## src/rtl/clkdist_pkg.sv

```systemverilog
package clkdist_pkg;
  localparam int PH_W   = 3;
  localparam int CNT_W  = 3;
  localparam int CODE_W = 2;

  typedef logic [CNT_W-1:0] tcnt_t;

  typedef struct packed {
    logic              fast;
    logic              stop_mid;
    logic [CODE_W-1:0] code;
    logic              pd;
  } ctl_t;
endpackage

```

## src/rtl/clkdist_sync.sv

```systemverilog
module clkdist_sync #(
  parameter int W      = 1,
  parameter int STAGES = 2
) (
  input  logic         clk,
  input  logic         rst_n,
  input  logic [W-1:0] d,
  input  logic [W-1:0] rst_val,
  output logic [W-1:0] q
);
  logic [W-1:0] st [STAGES];

  always_ff @(posedge clk or negedge rst_n) begin
    if (!rst_n) begin
      for (int i = 0; i < STAGES; i++) st[i] <= rst_val;
    end else begin
      st[0] <= d;
      for (int i = 1; i < STAGES; i++) st[i] <= st[i-1];
    end
  end

  assign q = st[STAGES-1];
endmodule

```

## src/rtl/clkdist_phase.sv

```systemverilog
module clkdist_phase
  import clkdist_pkg::*;
(
  input  logic            clk,
  input  logic            rst_n,
  input  logic            hold,
  output logic [PH_W-1:0] ph_q,
  output logic [PH_W-1:0] ph_d
);
  // All-ones is the rest phase: every derived waveform is low there,
  // and the step to zero makes every waveform rise on one edge.
  always_comb begin
    if (hold) ph_d = '1;
    else      ph_d = ph_q + 1'b1;
  end

  always_ff @(posedge clk or negedge rst_n) begin
    if (!rst_n) ph_q <= '1;
    else        ph_q <= ph_d;
  end
endmodule

```

## src/rtl/clkdist_gate.sv

```systemverilog
module clkdist_gate
  import clkdist_pkg::*;
(
  input  logic       clk,
  input  logic       rst_n,
  input  logic       req,
  input  tcnt_t      lim,
  input  logic [1:0] step,
  input  logic       wave_q,
  input  logic       wave_d,
  output logic       en_q,
  output logic       en_d
);
  tcnt_t            cnt_q, cnt_d, csat;
  logic [CNT_W:0]   sum;

  always_comb begin
    sum  = {1'b0, cnt_q} + (CNT_W+1)'(step);
    csat = (sum > {1'b0, lim}) ? lim : sum[CNT_W-1:0];
    if (!req) begin
      cnt_d = '0;
      // restart only where the waveform is low, so no short pulse
      en_d  = en_q | ~wave_q;
    end else begin
      cnt_d = csat;
      // stop only at a point where the waveform is going or staying low
      en_d  = en_q & ~((csat >= lim) & ~wave_d);
    end
  end

  always_ff @(posedge clk or negedge rst_n) begin
    if (!rst_n) begin
      cnt_q <= '0;
      en_q  <= 1'b0;
    end else begin
      cnt_q <= cnt_d;
      en_q  <= en_d;
    end
  end

  // an output is only shut off while a request is pending
  p_en_drop_needs_req_r5: assert property (@(posedge clk) disable iff (!rst_n)
    $fell(en_q) |-> $past(req));

  // an output is only re-enabled while its waveform is low
  p_en_rise_at_low_r9: assert property (@(posedge clk) disable iff (!rst_n)
    $rose(en_q) |-> $past(!wave_q));
endmodule

```

## src/rtl/clkdist_gated.sv

```systemverilog
module clkdist_gated
  import clkdist_pkg::*;
#(
  parameter int N_SKEW     = 3,
  parameter int SYNC_STG   = 2,
  parameter int RESUME_CYC = 2,
  parameter int STOP_MID_N = 1,
  parameter int STOP_LAG_N = 2,
  parameter int PD_N       = 3
) (
  input  logic              clk_mst,
  input  logic              rst_n,
  input  logic              fast_sel,
  input  logic              stop_mid,
  input  logic [1:0]        stop_code,
  input  logic              pwr_down,
  output logic              clk_main,
  output logic [1:0]        clk_half,
  output logic              clk_lead,
  output logic [N_SKEW-1:0] clk_lag
);
  localparam int CTL_W = $bits(ctl_t);
  localparam int RC_W  = $clog2(RESUME_CYC + 1);

  // ---------------- control synchronizer ----------------
  logic [CTL_W-1:0] ctl_raw, ctl_syn;
  ctl_t             c;
  ctl_t             ctl_rst;

  assign ctl_raw = {fast_sel, stop_mid, stop_code, pwr_down};
  assign ctl_rst = '{fast: 1'b0, stop_mid: 1'b0, code: '1, pd: 1'b0};

  clkdist_sync #(.W(CTL_W), .STAGES(SYNC_STG)) u_sync (
    .clk(clk_mst), .rst_n(rst_n), .d(ctl_raw), .rst_val(ctl_rst), .q(ctl_syn)
  );
  assign c = ctl_t'(ctl_syn);

  // ---------------- power-down sequencing ----------------
  logic [RC_W-1:0] rc_q;
  logic            pd_req, hold_q, all_off;

  always_ff @(posedge clk_mst or negedge rst_n) begin
    if (!rst_n)            rc_q <= '0;
    else if (c.pd)         rc_q <= RC_W'(RESUME_CYC);
    else if (rc_q != '0)   rc_q <= rc_q - 1'b1;
  end

  assign pd_req = c.pd | (rc_q != '0);

  always_ff @(posedge clk_mst or negedge rst_n) begin
    if (!rst_n) hold_q <= 1'b1;
    else        hold_q <= pd_req & all_off;
  end

  // ---------------- shared phase counter ----------------
  logic [PH_W-1:0] ph_q, ph_d;

  clkdist_phase u_phase (
    .clk(clk_mst), .rst_n(rst_n), .hold(hold_q), .ph_q(ph_q), .ph_d(ph_d)
  );

  logic w100_q, w100_d, w50_q, w50_d, w25_q, w25_d;
  assign w100_q = ~ph_q[0];
  assign w100_d = ~ph_d[0];
  assign w50_q  = ~ph_q[1];
  assign w50_d  = ~ph_d[1];
  assign w25_q  = ~ph_q[2];
  assign w25_d  = ~ph_d[2];

  logic [1:0] tog100, tog50, tog25;
  assign tog100 = {1'b0, w100_q ^ w100_d};
  assign tog50  = {1'b0, w50_q ^ w50_d};
  assign tog25  = {1'b0, w25_q ^ w25_d};

  // ---------------- per-group gates ----------------
  logic en_main_q, en_main_d, en_half_q, en_half_d, en_lead_q, en_lead_d;
  logic [N_SKEW-1:0] en_lag_q, en_lag_d;
  logic [1:0] main_step;
  logic       main_wq, main_wd;

  // at master rate a full clock pulse is two transitions per cycle
  assign main_step = c.fast ? 2'd2 : tog100;
  assign main_wq   = c.fast ? 1'b0 : w100_q;
  assign main_wd   = c.fast ? 1'b0 : w100_d;

  clkdist_gate u_gate_main (
    .clk(clk_mst), .rst_n(rst_n), .req(pd_req), .lim(tcnt_t'(PD_N)),
    .step(main_step), .wave_q(main_wq), .wave_d(main_wd),
    .en_q(en_main_q), .en_d(en_main_d)
  );

  clkdist_gate u_gate_half (
    .clk(clk_mst), .rst_n(rst_n), .req(pd_req | c.stop_mid),
    .lim(pd_req ? tcnt_t'(PD_N) : tcnt_t'(STOP_MID_N)),
    .step(tog50), .wave_q(w50_q), .wave_d(w50_d),
    .en_q(en_half_q), .en_d(en_half_d)
  );

  clkdist_gate u_gate_lead (
    .clk(clk_mst), .rst_n(rst_n), .req(pd_req), .lim(tcnt_t'(PD_N)),
    .step(tog25), .wave_q(w25_q), .wave_d(w25_d),
    .en_q(en_lead_q), .en_d(en_lead_d)
  );

  for (genvar k = 0; k < N_SKEW; k++) begin : g_lag
    logic sel_k;
    assign sel_k = (c.code == CODE_W'(k));

    clkdist_gate u_gate_lag (
      .clk(clk_mst), .rst_n(rst_n), .req(pd_req | sel_k),
      .lim(pd_req ? tcnt_t'(PD_N) : tcnt_t'(STOP_LAG_N)),
      .step(tog25), .wave_q(w25_q), .wave_d(w25_d),
      .en_q(en_lag_q[k]), .en_d(en_lag_d[k])
    );

    always_ff @(negedge clk_mst or negedge rst_n) begin
      if (!rst_n) clk_lag[k] <= 1'b0;
      else        clk_lag[k] <= w25_q & en_lag_q[k];
    end
  end

  assign all_off = ~en_main_q & ~en_half_q & ~en_lead_q & ~(|en_lag_q);

  // ---------------- output registers ----------------
  logic main_slow_q, main_gate_n;

  always_ff @(posedge clk_mst or negedge rst_n) begin
    if (!rst_n) begin
      main_slow_q <= 1'b0;
      clk_half    <= '0;
      clk_lead    <= 1'b0;
    end else begin
      main_slow_q <= w100_d & en_main_d;
      clk_half    <= {2{w50_d & en_half_d}};
      clk_lead    <= w25_d & en_lead_d;
    end
  end

  // enable for the master-rate path changes only while the clock is low
  always_ff @(negedge clk_mst or negedge rst_n) begin
    if (!rst_n) main_gate_n <= 1'b0;
    else        main_gate_n <= en_main_q;
  end

  assign clk_main = c.fast ? (clk_mst & main_gate_n) : main_slow_q;

  // once the set is parked, the registered outputs are all low
  p_parked_low_r8: assert property (@(posedge clk_mst) disable iff (!rst_n)
    hold_q |-> (!main_slow_q && clk_half == 2'b00 && !clk_lead));

  // at half rate, a quarter-rate rise always comes with a main rise
  p_half_in_phase_r3: assert property (@(posedge clk_mst) disable iff (!rst_n)
    (!c.fast && !pd_req && $rose(clk_half[0])) |-> $rose(main_slow_q));
endmodule

```

## config.mk

```make
export PLATFORM = sky130hd
export DESIGN_NAME = clkdist_gated
export DESIGN_NICKNAME = d
export VERILOG_FILES = /design/src/rtl/clkdist_pkg.sv /design/src/rtl/clkdist_sync.sv /design/src/rtl/clkdist_phase.sv /design/src/rtl/clkdist_gate.sv /design/src/rtl/clkdist_gated.sv
export SDC_FILE = /design/constraint.sdc
export NUM_CORES = 1
export LEC_CHECK = 0
export ABC_CLOCK_PERIOD_IN_PS = 2900
export BUFFER_PORTS_ARGS = -buffer_cell sky130_fd_sc_hd__buf_2
export CAP_MARGIN = 20
export CORE_MARGIN = 2
export CORE_UTILIZATION = 46
export DETAILED_ROUTE_END_ITERATION = 7
export HOLD_SLACK_MARGIN = 0.15
export PLACE_DENSITY_LB_ADDON = 0.05
export SLEW_MARGIN = 40
export SYNTH_ARGS = -nofsm -noshare
export SYNTH_HDL_FRONTEND = slang
export SYNTH_SLANG_ARGS = --single-unit
```

## constraint.sdc

```tcl
create_clock -name clk_mst -period 2.9 [get_ports clk_mst]
set_clock_uncertainty 0.1 [all_clocks]
set_input_delay 0.145 -clock clk_mst [delete_from_list [all_inputs] [get_ports clk_mst]]
set_output_delay 0.145 -clock clk_mst [all_outputs]
set_load 0.01 [all_outputs]
```

Word-level counts from Yosys, hierarchy flattened --
Index checks and enable logic that the tools add are counted.
Storage, ports and cells: bits in registers 47, output and inout port bits 7, logic and storage cells 132
Cells by class: muxes and demuxes 27, bitwise gates (word level) 55, equality and inequality tests 2, order comparisons 12, reduce and logical (&&, ||, !) cells 4, $add $sub $neg 8
Operators by type and width (number):
- $mux 3 | 13
- $and 1x1->1 | 23
- $add 3x1->4 | 5
- $not 1->1 | 18
- $gt 4x2->1 | 4
- $ge 3x2->1 | 4
- $or 1x1->1 | 11
- $mux 1 | 10
- $gt 4x2->1 const B | 2
- $mux 2 | 4
- $ge 3x2->1 const B | 2
- $add 3x2->4 | 1
- $reduce_bool 2->1 | 2
- $add 3x1->3 const B | 1
- $reduce_or 3->1 | 1
- $xor 1x1->1 | 3
- $eq 2x1->1 const B | 1
- $eq 2x2->1 const B | 1
- $logic_not 2->1 | 1
- $sub 2x1->2 const B | 1

Longest topological paths before layout --
Gate-level depths: netlist (run 1).
word-level depth 14, depth in mapped cells 12

==> out/qor.csv, run 1 <==
metric,value,unit
tns,0,ps
crit-reg2reg-launch,u_phase.ph_q[1],
required,3130,ps
grt.met2_usage,31.13,%
area_growth,23.47,%
rsz0062_at_grt,yes,
total_power,2.985,mW
grt_max_degree,21,
vias,1539,
cp_max_fo,3,
r2r_end,g_lag[0].u_gate_lag.en_q,
worstPathArrival,3070,ps
min_path_type,in -> async,
row_count,25,
wl_per_cell,14.10,um
final-hold-violation-count,0,
finalCriticalPeriod,2845,ps
synth_edf_count,0,
synth_seq_cells,47,
final_max_slew_viol_count,0,
synth_cell_types,49,
dieHeight,73.27,um
busiest_layer,met2,
gp_congestion,0.8225,
cts_tree,built,
netlist_area,2207,um2
slowest_stage,dfstp_2,
synth-seq-area-share,53.74,%
core_area,4661,um2
portBuffers,13,
yosys-top-cells-area,"dfrtp_1 (40%), ha_1 (12%), dfstp_2 (9.5%)",
async_reset_ff_share,100.0,%
synth_flop_cell,dfrtp_1,
route.detailed.drc,0,
synthTopCellsByCount,"dfrtp_1 (35), ha_1 (22), nor2_1 (21)",
dp.final_hpwl,3039,um
chipWidth,73.27,um
reg2reg_slack,60,ps
drive_above_1_share,31.28,%
worstPathCellList,ha_4 > nand2_2 > o21ai_4 > ha_1 > inv_2 > ha_1 > or3_4 > and2_4 > a21o_1 > ha_1 > nand2b_1 > a31oi_1,
use_met1,21.23,%
synth_warnings,0,
path_depth,12,
synth.most_common_cell,dfrtp_1,
status,finished clean,
avgSynthCellArea,11.38,um2
preCtsSetupSlack,-82.01,ps
grt_pass1_wl,7231,um
grtUsageMet3,6.722,%
max-cap-violations,0,
crit_path_max_incr_delay,570,ps
start_kind,flop,
finalCritPeriodShare,98.10,%
synthCells,194,
io_pins,14,
wirelength,4188,um
grtUsageTotal,18.29,%
antennaDiodeCount,0,
drtPass1Iterations,4,
cp_top_family,adder cells,
max_freq,351.5,MHz
drt_iter0_markers,39,
worstRegToRegCells,12,
finish.utilization,58.47,%
cts.reportedPaths.clkPinSlew,90,ps
insertion_delay,400,ps
via_per_inst,5.182,
crit_buf_inv,1,
yosysTopAreaCell,dfrtp_1,
crit_top_cell,ha_1,
antenna_found_initial,0,
start_util,47.36,%
criticalPathCategory,reg -> reg,
setup_slack,55.18,ps
dieArea,5368,um2
grt_pass1_vias,1624,
antenna_left,0,
peakVddDrop,0.0005169,V
yosysTopAreaCellShare,39.68,%
power_per_cell_area,1095,nW/um2
setup_viol,0,
end_kind,flop,
final_nets,272,
leakagePower,1.267,nW
grt.overflow.total,0,
[placed cells by master (no fill, tap or decap), drive strengths merged, types with 2 or more instances in the layout]
cell / count
a21o: 4
inv: 12
nor3b: 2
clkbuf: 8
nor2: 22
ha: 22
dlygate4sd3: 7
dfstp: 8
a21boi: 3
nor2b: 3
nand2b: 4
a211oi: 6
nand2: 8
clkinvlp: 2
a211o: 2
buf: 29
o21ai: 5
a31oi: 5
a21oi: 15
or3: 2
o21a: 4
or2: 3
nor3: 4
dfrtp: 35
dfrtn: 4
conb: 6
and2: 7
[cell type report]
type / count / area (um2)
clock inverter: 3 / 20.02
sequential: 47 / 1186
fill: 389 / 1936
tap: 54 / 67.56
multi-input combinational: 137 / 1039
clock buffer: 9 / 115.1
inverter: 12 / 47.55
timing repair buffer: 35 / 250.2
[cell families after synthesis]
kind of cell	Yosys count	synth area share, %
AO/OA/AOI/OAI	47	14.68
XOR/XNOR	2	0.7938
adder cells (fa/ha/maj)	23	13.38
buffers and inverters	15	3.231
flip-flops	47	53.74
other	1	0.1699
AND/OR/NAND/NOR	59	14.00
[sequential cells by signal (all words and copies together) (netlist names), 2 cells and up]
name                    cells
u_gate_half.cnt_q           3
g_lag.u_gate_lag.en_q       3
u_gate_lead.cnt_q           3
u_sync.st                   5
clk_lag                     3
rc_q                        2
u_sync.q                    5
u_phase.ph_q                3
u_gate_main.cnt_q           3
g_lag.u_gate_lag.cnt_q      9
[report_power, final]
| part | switching [mW] | leakage (nW) | internal [mW] |
|---|---|---|---|
| sequential | 0.0946 | 0.550 | 0.838 |
| clock | 0.245 | 0.0694 | 0.259 |
| combinational | 0.767 | 0.648 | 0.781 |
| total | 1.11 | 1.27 | 1.88 |
[stage by stage]
stage | instance area [um2] | hold WS (ps) | instances
final | 2725 | 219.3 | 297
after global routing | 2725 | 249.1 | 297
after CTS | 2659 | 230.4 | 295
after detailed placement | 2432 | -22.42 | 276
after global placement | 2432 | -31.92 | 276
after floorplan | 2226 | -250.6 | 199
[routing by layer]
| layer | vias up | part of all wire [%] |
|---|---|---|
| li1 | 762 | - |
| met2 | 18 | 51 |
| met4 | 0 | 0.96 |
| met5 | - | 0 |
| met3 | 4 | 2.8 |
| met1 | 755 | 45 |
[how the worst max path moves through the flow]
stage,slack [ps],from,to
detailed placement,-80,u_phase.ph_q[1],g_lag[0].u_gate_lag.en_q
CTS,20,u_phase.ph_q[0],g_lag[2].u_gate_lag.en_q
global placement,30,u_phase.ph_q[1],g_lag[2].u_gate_lag.en_q
floorplan,20,u_phase.ph_q[0],g_lag[2].u_gate_lag.en_q
global route,-50,u_phase.ph_q[1],g_lag[0].u_gate_lag.en_q
finish,60,u_phase.ph_q[1],g_lag[0].u_gate_lag.en_q
[repair_timing]
item                                   in CTS  in global routing
hold buffers                                7                  0
setup buffers                               1                  2
resized for setup                           5                 11
setup endpoints to repair                   4                  4
pin swaps                                   4                  6
endpoints found under the hold margin      43                  0
Power figures use the tool's default switching activity.
==> inputs of run 2 (changes only) <==
CELL_PAD_IN_SITES_DETAIL_PLACEMENT = 0   (was default)
CELL_PAD_IN_SITES_GLOBAL_PLACEMENT = 1   (was default)
CORE_UTILIZATION = 43   (was 46)
RECOVER_POWER = 25   (was default)
==> out/qor.csv, run 2 (synthesis results as in run 1) <==
metric,value,unit,change
vias,1575,,was 1539
chipWidth,75.65,um,was 73.27 um
final_max_slew_viol_count,0,,unchanged
area_growth,24.38,%,was 23.47%
grt_max_degree,28,,was 21
final-hold-violation-count,0,,unchanged
stdcell_count,314,,was 297
max-cap-violations,0,,unchanged
io_pins,14,,unchanged
antenna_left,0,,unchanged
status,finished clean,,unchanged
dieArea,5722,um2,was 5368 um2
setup_viol,0,,unchanged
setup_slack,75.62,ps,was 55.18 ps
criticalPathCategory,reg -> out,,was reg -> reg
route.detailed.drc,0,,unchanged
cts.reportedPaths.clkPinSlew,80,ps,was 90 ps
layout_common_cells,"dfrtp_1 (35), nor2_1 (21), ha_1 (20), buf_4 (15), a21oi_1 (14)",,"was dfrtp_1 (35), nor2_1 (21), ha_1 (18), buf_4 (16), a21oi_1 (14)"
drtPass1Iterations,4,,unchanged
gp_congestion,0.8086,,was 0.8225
antennaDiodeCount,0,,unchanged
seq_area,1186,um2,unchanged
place_area,2452,um2,was 2432 um2
leakagePower,1.274,nW,was 1.267 nW
min_path_type,reg -> reg,,was in -> async
dieHeight,75.65,um,was 73.27 um
drt_iter0_markers,86,,was 39
drive_above_1_share,30.33,%,was 31.28%
portBuffers,13,,unchanged
crit-reg2reg-launch,u_phase.ph_q[1],,unchanged
grt_pass1_vias,1671,,was 1624
final_nets,273,,was 272
crit_path_start,main_gate_n,,was u_phase.ph_q[1]
grt_pass1_wl,7134,um,was 7231 um
grtUsageTotal,17.39,%,was 18.29%
worstPathArrival,2580,ps,was 3070 ps
worstRegToRegCells,12,,unchanged
end_kind,primary output,,was flop
regMostFlops,g_lag.u_gate_lag.cnt_q,,unchanged
start_util,43.77,%,was 47.36%
wl_per_cell,13.39,um,was 14.10 um
reg2reg_slack,110,ps,was 60 ps
via_per_inst,5.016,,was 5.182
fillers,460,,was 389
wirelength,4206,um,was 4188 um
dp.final_hpwl,3021,um,was 3039 um
core_area,5042,um2,was 4661 um2
antenna_found_initial,0,,unchanged
largest_reg_flops,9,,unchanged
r2r_end,g_lag[0].u_gate_lag.en_q,,unchanged
design_area,2745,um2,was 2725 um2
peakVddDrop,0.0004536,V,was 0.0005169 V
grt.overflow.total,0,,unchanged
cp_max_fo,1,,was 3
preCtsSetupSlack,-22.06,ps,was -82.01 ps
worstSetupEndpoint,clk_main,,was g_lag[0].u_gate_lag.en_q
dpl.cell_count,292,,was 276
insertion_delay,410,ps,was 400 ps
power_per_cell_area,1089,nW/um2,was 1095 nW/um2
cts_tree,built,,unchanged
row_count,26,,was 25
required,2650,ps,was 3130 ps
final_common_cell,dfrtp_1,,unchanged
start_kind,flop,,unchanged
multiInputGateArea,1031,um2,was 1039 um2
[run 2: metrics by stage]
step           power (mW)  TNS (ps)  util (%)  hold WS (ps)
4_1_cts             2.847         0     52.80         260.2
5_1_grt             3.270    -1.349     54.44         264.1
3_3_place_gp        2.240         0     48.64         19.73
3_5_place_dp        2.318    -61.45     48.64         30.69
6_report            2.991         0     54.44         256.4
2_1_floorplan       1.899         0         -        -250.6
[run 2: layout make-up]
class                      count  share of cell area [%]
tap                           70                   3.191
multi-input combinational    137                   37.56
sequential                    47                   43.21
clock buffer                  10                   4.330
timing repair buffer          36                   9.526
clock inverter                 2                  0.4558
inverter                      12                   1.732
[run 2: where the power goes]
part	switching (mW)	total [mW]	leakage (nW)	internal, mW
clock	0.244	0.505	0.0723	0.261
combinational	0.773	1.56	0.652	0.786
sequential	0.0886	0.927	0.550	0.838
total	1.11	2.99	1.27	1.89
[run 2: worst max-delay path, stage by stage, from the launching register on]
cell and delay [ps]:
dfrtn_1 390, nand3_1 80, o21ai_2 90, buf_2 150
[run 2: layer usage]
layer	up-vias	share of wire, %	GRT usage (%)
met4	0	2.4	9.162
met2	25	50	27.44
li1	761	-	-
met1	774	44	20.90
met5	-	0	0
met3	15	4.0	6.217
[run 2: worst min-delay path by stage]
stage,start,end,slack [ps],depth (start not counted)
floorplan,rst_n,clk_half[0],-250,0
global placement,rst_n,u_gate_main.en_q,20,1
detailed placement,rst_n,u_gate_main.en_q,30,1
CTS,u_sync.st[5],u_sync.q[0],260,0
global route,u_sync.st[5],u_sync.q[0],260,0
finish,u_sync.st[5],u_sync.q[0],260,0
[run 2: what timing repair did]
action                                  4_1_cts  5_1_grt
gates resized for setup                       2       17
buffers inserted                              0        3
hold buffers                                  8        0
endpoints found under the setup margin        5        6
hold endpoints to repair                     43        0
pin swaps                                     0        6
==> inputs of run 3 (changes only) <==
CORE_MARGIN = 1   (was 2)
==> out/qor.csv, run 3 (synthesis results as in run 1) <==
metric,value,unit,change
leakagePower,1.278,nW,was 1.274 nW
dpl.cell_count,290,,was 292
start_kind,flop,,unchanged
vias,1550,,was 1575
end_kind,flop,,was primary output
power.share.clock,16.1,%,was 16.9%
grtUsageTotal,19.02,%,was 17.39%
maxSlewHeadroom,33.29,%,
switchingPower,1.084,mW,was 1.105 mW
seq_power_share,31.2,%,was 31.0%
rsz0062_at_grt,yes,,
grt_pass1_vias,1639,,was 1671
wl_per_cell,13.39,um,about the same
grt_max_degree,20,,was 28
tns,0,ps,unchanged
antenna_found_initial,0,,unchanged
final-hold-violation-count,0,,unchanged
dieArea,5424,um2,was 5722 um2
status,finished clean,,unchanged
insertion_delay,400,ps,was 410 ps
peakVddDrop,0.0004960,V,was 0.0004536 V
grt_pass1_wl,7334,um,was 7134 um
final_nets,273,,unchanged
cts_tree,built,,unchanged
final_max_slew_viol_count,0,,unchanged
regMostFlops,g_lag.u_gate_lag.cnt_q,,unchanged
io_pins,14,,unchanged
required,3120,ps,was 2650 ps
power_per_cell_area,1086,nW/um2,was 1089 nW/um2
power.internal,1.893,mW,was 1.885 mW
p_comb_share,52.6,%,was 52.1%
cp_max_fo,3,,was 1
gp_congestion,0.7367,,was 0.8086
antennaDiodeCount,0,,unchanged
wirelength,4163,um,was 4206 um
fillers,444,,was 460
area_growth,24.21,%,was 24.38%
worstPathArrival,3060,ps,was 2580 ps
switching_share,36.41,%,was 36.96%
via_per_inst,4.984,,was 5.016
worst_slew_pin_slew,1001,ps,
preCtsSetupSlack,-45.53,ps,was -22.06 ps
dp.final_hpwl,3016,um,was 3021 um
route.detailed.drc,0,,unchanged
cts.reportedPaths.clkPinSlew,80,ps,about the same
antenna_left,0,,unchanged
finalCritPeriodShare,97.79,%,
criticalPathCategory,reg -> reg,,was reg -> out
row_count,25,,was 26
start_util,45.82,%,was 43.77%
setup_slack,64.11,ps,was 75.62 ps
max_freq,352.6,MHz,
drive_above_1_share,29.92,%,was 30.33%
grt.overflow.total,0,,unchanged
min_path_type,reg -> reg,,unchanged
largest_reg_flops,9,,unchanged
max-cap-violations,0,,unchanged
drtPass1Iterations,4,,unchanged
dieHeight,73.65,um,was 75.65 um
chipWidth,73.65,um,was 75.65 um
portBuffers,13,,unchanged
drt_iter0_markers,47,,was 86
layout_common_cells,"dfrtp_1 (35), nor2_1 (21), ha_1 (19), a21oi_1 (14), buf_4 (13)",,"was dfrtp_1 (35), nor2_1 (21), ha_1 (20), buf_4 (15), a21oi_1 (14)"
core_area,4817,um2,was 5042 um2
final_common_cell,dfrtp_1,,unchanged
stdcell_count,311,,was 314
setup_viol,0,,unchanged
finalCriticalPeriod,2836,ps,
run 3: cell count changes in the layout (fill, tap and decap cells not counted), sizes merged:
cell | before | now
dlygate4sd3 | 8 | 7
clkbuf | 11 | 13
clkinvlp | 1 | 0
run 3: cell type report:
type                            instances  area, um2  area share, %
Inverter                               12      47.55          1.734
Sequential cell                        47       1186          43.27
Multi-Input combinational cell        137       1031          37.61
Clock inverter                          1      5.005         0.1826
Clock buffer                           11      122.6          4.473
Tap cell                               67      83.83          3.058
Timing Repair Buffer                   36      265.3          9.676
run 3: worst paths after layout:
kind / to / cells after the start / from / slack [ps]
min in group asynchronous: u_gate_half.cnt_q[0] / 3 / rst_n / 670
setup reg to reg: g_lag[2].u_gate_lag.en_q / 12 / u_phase.ph_q[1] / 60
setup / recovery: g_lag[2].u_gate_lag.en_q / 12 / u_phase.ph_q[1] / 60
max in group asynchronous: clk_lag[1] / 2 / rst_n / 1010
hold / removal: u_sync.q[0] / 0 / u_sync.st[5] / 260
hold reg to reg: u_sync.q[0] / 0 / u_sync.st[5] / 260
run 3: metrics by stage:
| step | instance area (um2) | total power [mW] | hold WS (ps) | util (%) |
|---|---|---|---|---|
| CTS | 2668 | 2.841 | 259.6 | 55.38 |
| global placement | 2469 | 2.236 | -47.41 | 51.25 |
| detailed placement | 2469 | 2.324 | -40.24 | 51.25 |
| finish | 2741 | 2.976 | 258.5 | 56.91 |
| global route | 2741 | 3.269 | 261.6 | 56.91 |
| floorplan | 2226 | 1.899 | -250.6 | - |
run 3: power by group through the flow:
| stage | logic (mW) | clock network [mW] | registers (mW) |
|---|---|---|---|
| 5_1_grt | 1.78 | 0.535 | 0.952 |
| 3_5_place_dp | 1.38 | 0.00709 | 0.934 |
| 6_report | 1.57 | 0.481 | 0.930 |
| 4_1_cts | 1.41 | 0.503 | 0.923 |
| 2_1_floorplan | 0.978 | 0.00439 | 0.916 |
| 3_3_place_gp | 1.30 | 0.00709 | 0.925 |
run 3: timing repair:
item / CTS / global route
pin swaps: 0 / 9
hold buffers: 7 / 0
hold endpoints to repair: 44 / 0
setup buffers: 0 / 3
resized for setup: 2 / 16
endpoints found under the setup margin: 3 / 4
run 3: critical path, cell delays in order (launching register included):
cell	delay, ps
dfstp_2	580
ha_4	140
nand2_2	60
o21ai_4	80
ha_1	270
inv_2	90
ha_4	190
or3_4	330
and2_4	170
a21o_2	200
ha_1	270
nand2b_4	130
a31oi_1	140
run 3: metal layers:
| metal | vias to the layer above | track usage [%] | part of all wire (%) |
|---|---|---|---|
| li1 | 766 | - | - |
| met1 | 760 | 22.70 | 45 |
| met2 | 16 | 29.87 | 51 |
| met3 | 8 | 7.956 | 3.2 |
| met4 | 0 | 8.761 | 1.6 |
| met5 | - | 0 | 0 |
